==> src/rtl/flag_gen_pkg.sv <==
package flag_gen_pkg;

    typedef enum logic [1:0] {
        OPC_ADD   = 2'b00,
        OPC_SUB   = 2'b01,
        OPC_LOGSH = 2'b10,
        OPC_LOG   = 2'b11
    } op_class_e;

    typedef struct packed {
        logic n;
        logic z;
        logic c;
        logic v;
    } nzcv_t;

endpackage

==> src/rtl/flag_nz.sv <==
module flag_nz #(
    parameter int W = 32
) (
    input  logic [W-1:0] result,
    output logic         n_nx,
    output logic         z_nx
);
    localparam int MSB = W - 1;

    always_comb begin
        n_nx = result[MSB];
        z_nx = ~|result;
    end
endmodule

==> src/rtl/flag_cv.sv <==
module flag_cv
    import flag_gen_pkg::*;
(
    input  op_class_e op,
    input  logic      set_en,
    input  logic      a_msb,
    input  logic      b_msb,
    input  logic      r_msb,
    input  logic      add_cout,
    input  logic      shf_cout,
    input  logic      c_in,
    input  logic      v_in,
    output logic      c_nx,
    output logic      v_nx,
    output logic      upd_c,
    output logic      upd_v
);
    logic b_eff;
    logic ovf;

    always_comb begin
        // subtraction adds ~b, so the sign test uses b's inverted sign
        b_eff = (op == OPC_SUB) ? ~b_msb : b_msb;
        ovf   = (a_msb == b_eff) && (r_msb != a_msb);
        upd_c = 1'b0;
        upd_v = 1'b0;
        c_nx  = c_in;
        v_nx  = v_in;
        unique case (op)
            OPC_ADD, OPC_SUB: begin
                upd_c = set_en;
                upd_v = set_en;
            end
            OPC_LOGSH: upd_c = set_en;
            OPC_LOG:   ;
            default:   ;
        endcase
        if (upd_c) c_nx = (op == OPC_LOGSH) ? shf_cout : add_cout;
        if (upd_v) v_nx = ovf;
    end
endmodule

==> src/rtl/flag_gen_top.sv <==
module flag_gen_top
    import flag_gen_pkg::*;
#(
    parameter int W = 32
) (
    input  logic         clk,
    input  logic         rst_n,
    input  logic         set_en,
    input  logic [1:0]   op_class,
    input  logic [W-1:0] opnd_a,
    input  logic [W-1:0] opnd_b,
    input  logic [W-1:0] result,
    input  logic         add_cout,
    input  logic         shf_cout,
    input  logic         c_in,
    input  logic         v_in,
    output logic         flag_n,
    output logic         flag_z,
    output logic         flag_c,
    output logic         flag_v,
    output logic         upd_n,
    output logic         upd_z,
    output logic         upd_c,
    output logic         upd_v
);
    localparam int MSB = W - 1;

    op_class_e op;
    nzcv_t     nx_flags, q_flags;
    nzcv_t     nx_upd, q_upd;
    logic      uc, uv;

    assign op = op_class_e'(op_class);

    flag_nz #(.W(W)) u_nz (
        .result (result),
        .n_nx   (nx_flags.n),
        .z_nx   (nx_flags.z)
    );

    flag_cv u_cv (
        .op       (op),
        .set_en   (set_en),
        .a_msb    (opnd_a[MSB]),
        .b_msb    (opnd_b[MSB]),
        .r_msb    (result[MSB]),
        .add_cout (add_cout),
        .shf_cout (shf_cout),
        .c_in     (c_in),
        .v_in     (v_in),
        .c_nx     (nx_flags.c),
        .v_nx     (nx_flags.v),
        .upd_c    (uc),
        .upd_v    (uv)
    );

    always_comb begin
        nx_upd.n = set_en;
        nx_upd.z = set_en;
        nx_upd.c = uc;
        nx_upd.v = uv;
    end

    always_ff @(posedge clk or negedge rst_n) begin
        if (!rst_n) begin
            q_flags <= '0;
            q_upd   <= '0;
        end else begin
            q_flags <= nx_flags;
            q_upd   <= nx_upd;
        end
    end

    assign flag_n = q_flags.n;
    assign flag_z = q_flags.z;
    assign flag_c = q_flags.c;
    assign flag_v = q_flags.v;
    assign upd_n  = q_upd.n;
    assign upd_z  = q_upd.z;
    assign upd_c  = q_upd.c;
    assign upd_v  = q_upd.v;
endmodule

==> config.mk <==
export PLATFORM = sky130hd
export DESIGN_NAME = flag_gen_top
export DESIGN_NICKNAME = d
export VERILOG_FILES = /design/src/rtl/flag_gen_pkg.sv /design/src/rtl/flag_nz.sv /design/src/rtl/flag_cv.sv /design/src/rtl/flag_gen_top.sv
export SDC_FILE = /design/constraint.sdc
export NUM_CORES = 1
export LEC_CHECK = 0
export BUFFER_PORTS_ARGS = -buffer_cell sky130_fd_sc_hd__clkbuf_2
export CORE_MARGIN = 2
export CORE_UTILIZATION = 19
export DETAILED_ROUTE_END_ITERATION = 16
export GPL_TIMING_DRIVEN = 0
export PLACE_DENSITY = 0.91
export SLEW_MARGIN = 10
export SYNTH_ARGS = -nofsm -noshare
export SYNTH_HDL_FRONTEND = slang
export SYNTH_HIERARCHICAL = 1
export SYNTH_SLANG_ARGS = --single-unit
==> constraint.sdc <==
create_clock -name clk -period 1.1 [get_ports clk]
set_clock_uncertainty 0.2 [all_clocks]
set_input_delay 0 -clock clk [delete_from_list [all_inputs] [get_ports clk]]
set_output_delay 0 -clock clk [all_outputs]
set_load 0.05 [all_outputs]
After elaboration in Yosys (flattened, before gate mapping)

Cells that the tools add are included.

Bits in read-only memories: 0
Latch bits: 0
Memories kept: 0
Register bits: 7
Memory bits (writable): 0

Divide/modulo/power cells: 0
Add/sub/neg operators: 0
Eq/ne operators: 4
Bitwise gates (word level): 1
Magnitude comparators: 0
Mux-type cells: 6
Multiply operators: 0
Shift-type cells: 0
Reduce and logical (&&, ||, !) cells: 6

Operators with widths:

| kind                                                | count |
|---|---|
| OR reduction 32 bit                                 | 1 |
| two-way mux 1 bit                                   | 6 |
| OR reduction 3 bit                                  | 1 |
| equality test 2 x 1 -> 1 bit, second input constant | 1 |
| equality test 2 bit, second input constant          | 1 |
| logical NOT 2 bit                                   | 1 |
| OR reduction 2 bit                                  | 1 |
| equality test 1 bit                                 | 1 |
| logical AND 1 bit                                   | 1 |
| logical NOT 1 bit                                   | 1 |
| != test 1 bit                                       | 1 |
| NOT 1 bit                                           | 1 |

Logic depth before layout (Yosys ltp)

Depth in word-level cells: 5
Depth in mapped cells: 3
Depth with buffers taken out: 3

Hierarchy

Netlist, hierarchy kept.

By module, submodules not included:

| module       | times used | area an instance (sq um) | cells each |
|---|---|---|---|
| flag_gen_top | 1          | 182.7                    | 8 |
| flag_cv      | 1          | 88.8                     | 11 |
| flag_nz      | 1          | 80.1                     | 12 |

Least setup slack after synthesis

No wires, ideal clock.

Kind: reg2out
Start: register q_upd (netlist bit upd_z)
End: output port upd_z
Path buffers: 1
Cell stages (with the launch flop): 2
Setup slack: 14 ps
Arrival: 886 ps
Cell sequence: dfrtp_1 buf_4

RTL lines:

| item                   | RTL line           | source |
|---|---|---|
| from (decl)            | flag_gen_top.sv:30 | `nzcv_t nx_upd, q_upd;` |
| from (signal assigned) | flag_gen_top.sv:70 | `q_upd <= nx_upd;` |
| to (decl)              | flag_gen_top.sv:22 | `output logic upd_z,` |

No word-level cell between the ends.

==> flow_summary.json <==
{
  "yosysWarnings": 6,
  "postRouteAntennaNets": 0,
  "worst_endpoint_data_arrival_time_ns": 1.08,
  "post-cts-setup-buffers": 0,
  "report.final.slew_viol_count": 0,
  "floorplan.initialDensity": 0.2036,
  "setup.worst_path.start_class": "input pin",
  "routedWlPerCell_um": 10.90,
  "cellPowerDensity_nw_per_um2": 922.3,
  "layout.nets": 203,
  "io_buffer_count": 50,
  "clockRootBuffer": "sky130_fd_sc_hd__clkbuf_4",
  "antenna_diode_instance_count": 0,
  "power.static_leakage_nw": 0.4190,
  "synth.lib_cells_used.distinct": 17,
  "layout.core_utilization": 0.4717,
  "fmax_ghz": 0.8990,
  "fp-row-count": 15,
  "dieArea_sq_um": 2210,
  "end_kind": "register",
  "path_max_fanout": 1,
  "post-synth-top-area-cell": "sky130_fd_sc_hd__dfrtp_1",
  "drc_errors": 0,
  "count_of_state_elements_after_synthesis": 7,
  "ctsLongestPathBuffers": 2,
  "grt_max_degree": 8,
  "grtUsageTotal": 0.1148,
  "vdd.ir_drop.worst_mv": 0.2785,
  "outcome": "finished, violations left",
  "dieWidth_um": 47.02,
  "clock_tree_from_tritoncts": "yes",
  "via_per_inst": 4.115,
  "final_critical_path_setup_slack_ns": -0.01231,
  "synth.yosys.seq_area_share": 0.4982,
  "finalPower_mw": 0.7512,
  "finalSetupViolCount": 2,
  "vias": 502,
  "avgSynthCellArea_sq_um": 11.34,
  "gp_congestion": 0.6932,
  "violations_in_the_final_reports": "hold timing, setup timing",
  "final_min_period_over_clock_period": 1.011,
  "postRouteWirelength_mm": 1.330,
  "proportion_of_layout_cells_with_a_drive_suffix_above_1": 0.5979,
  "dr.pass1.iters": 4,
  "grt_antenna_before_repair": 0,
  "areaGrowthSynthToFinish_pct": 131.7,
  "numClockSinks": 7,
  "timing.final.crit_period_ns": 1.112,
  "global_route_wire_length_before_repair_mm": 1.711,
  "final.hold.worst_slack_ns": -0.1736,
  "grt_pass1_vias": 480,
  "timing.critical_path.required_ns": 1.07,
  "ios": 113,
  "timing.hold.worst.class": "input pin to register",
  "setup_repair_after_global_routing_missed_its_margin": "true",
  "clk_pin_slew_ns": 0.05,
  "dp_worst_setup_slack_ns": 0.08287,
  "final_hold_viol_count": 3,
  "detailed_place_hpwl_mm": 1.017,
  "drt-initial-drc-count": 4,
  "global_route.overflow_total": 0,
  "syn-instance-count": 31,
  "syn_area_sq_um": 351.6,
  "placeable_core_region_sq_um": 1727,
  "post_layout_nonfiller_instances": 122,
  "worst_pin_slew_ns": 0.2692,
  "drv.max_cap_violation_count": 0,
  "synth.top_cells.by_area": "sky130_fd_sc_hd__dfrtp_1, sky130_fd_sc_hd__nor4_1, sky130_fd_sc_hd__buf_4",
  "die_y_um": 47.02,
  "synthDominantCellAreaShare": 0.4982,
  "inserted_clock_buffers": 3,
  "number_of_h_tree_branching_levels": 1,
  "start_to_end_type_of_the_worst_setup_path": "input pin to register",
  "synth_fp_nets": 136,
  "slew-limit-headroom": 0.8189,
  "placed_cells": 106
}
==> kinds of logic after synthesis <==
| kind of cell | after synthesis | synth area share |
|---|---|---|
| multiplexers | 1 | 0.02847 |
| buffers and inverters | 3 | 0.05336 |
| XOR/XNOR | 1 | 0.02492 |
| flip-flops | 7 | 0.4982 |
| AO/OA/AOI/OAI | 4 | 0.08186 |
| AND/OR/NAND/NOR | 15 | 0.3132 |
==> layout make-up <==
cell class | instances | area [sq um]
well taps | 25 | 31.28
repair buffers | 62 | 395.4
fillers | 175 | 912.1
multi-input cells | 21 | 163.9
inverters | 1 | 3.754
flip-flops and latches | 7 | 175.2
clock buffers | 4 | 26.28
plain buffers | 2 | 18.77
==> Yosys cell counts <==
cell	number
sky130_fd_sc_hd__nor4_1	7
sky130_fd_sc_hd__nor3b_1	1
sky130_fd_sc_hd__a21boi_1	1
sky130_fd_sc_hd__nand4_1	2
sky130_fd_sc_hd__a21oi_1	1
sky130_fd_sc_hd__dfrtp_1	7
sky130_fd_sc_hd__nor4b_2	1
sky130_fd_sc_hd__mux2i_1	1
sky130_fd_sc_hd__nand2b_1	1
sky130_fd_sc_hd__a221o_1	1
sky130_fd_sc_hd__nor4_2	1
sky130_fd_sc_hd__xnor2_1	1
sky130_fd_sc_hd__buf_4	2
sky130_fd_sc_hd__nor2_1	1
sky130_fd_sc_hd__inv_1	1
sky130_fd_sc_hd__o22ai_1	1
sky130_fd_sc_hd__nand2b_2	1
==> metal layers <==
| layer | global-route usage | routed length [um] |
|---|---|---|
| met1 | 0.1148 | 525 |
| met2 | 0.2082 | 716 |
| met3 | 0.01154 | 69 |
| met4 | 0.1000 | 19 |
| met5 | 0 | 0 |
==> flip-flops by register name, summed over array words and instances, names as in the netlist <==
name	cells
flag_c	1
flag_n	1
flag_v	1
flag_z	1
upd_c	1
upd_v	1
upd_z	1
==> cell usage in the layout, fill, tap and decap left out <==
cell type,instances
sky130_fd_sc_hd__dfrtp_1,7
sky130_fd_sc_hd__a221o_1,1
sky130_fd_sc_hd__nand2b_2,1
sky130_fd_sc_hd__clkbuf_16,1
sky130_fd_sc_hd__buf_6,1
sky130_fd_sc_hd__nor4_2,2
sky130_fd_sc_hd__o22ai_1,1
sky130_fd_sc_hd__mux2i_1,1
sky130_fd_sc_hd__nand4_1,2
sky130_fd_sc_hd__clkbuf_2,47
sky130_fd_sc_hd__clkbuf_1,1
sky130_fd_sc_hd__inv_1,1
sky130_fd_sc_hd__xnor2_1,1
sky130_fd_sc_hd__a21boi_1,1
sky130_fd_sc_hd__clkbuf_4,3
sky130_fd_sc_hd__nor4b_2,1
sky130_fd_sc_hd__nor3b_1,1
sky130_fd_sc_hd__nor2_1,1
sky130_fd_sc_hd__buf_2,1
sky130_fd_sc_hd__nand2b_1,1
sky130_fd_sc_hd__a21oi_1,1
sky130_fd_sc_hd__nor4_1,6
sky130_fd_sc_hd__buf_4,1
sky130_fd_sc_hd__dlygate4sd3_1,13
==> critical path, cell delays in order <==
cell	delay [ns]
sky130_fd_sc_hd__dlygate4sd3_1	0.56
sky130_fd_sc_hd__clkbuf_2	0.13
sky130_fd_sc_hd__nor4_2	0.14
sky130_fd_sc_hd__nand4_1	0.11
sky130_fd_sc_hd__nor2_1	0.15
==> final timing paths <==
check | startpoint | endpoint | slack (ns) | depth (start not counted)
setup / recovery | result[9] | flag_z | -0.01 | 5
min in group asynchronous | rst_n | flag_v | 0.46 | 3
max in group asynchronous | rst_n | flag_c | 0.08 | 3
hold / removal | result[19] | flag_z | -0.17 | 4
==> metrics by stage <==
stage / TNS [ns] / hold slack, ns / area, sq um
2_1_floorplan: 0 / -0.4956 / 351.6
4_1_cts: -0.01282 / -0.2788 / 763.2
3_5_place_dp: 0 / -0.3590 / 633.1
3_3_place_gp: 0 / -0.3691 / 633.1
6_report: -0.01254 / -0.1736 / 814.5
5_1_grt: -0.05470 / -0.1747 / 814.5
==> where the power goes <==
part	internal [mW]	leakage, nW	switching, mW
combinational	0.124	0.318	0.123
sequential	0.272	0.0860	0.00425
clock	0.138	0.0150	0.0895
==> repair_timing <==
item	CTS	global route
setup endpoints to repair	1	3
resized for setup	4	2
pin swaps	0	2
hold buffers	8	5
endpoints found under the hold margin	14	4
(Power assumes the default switching activity.)
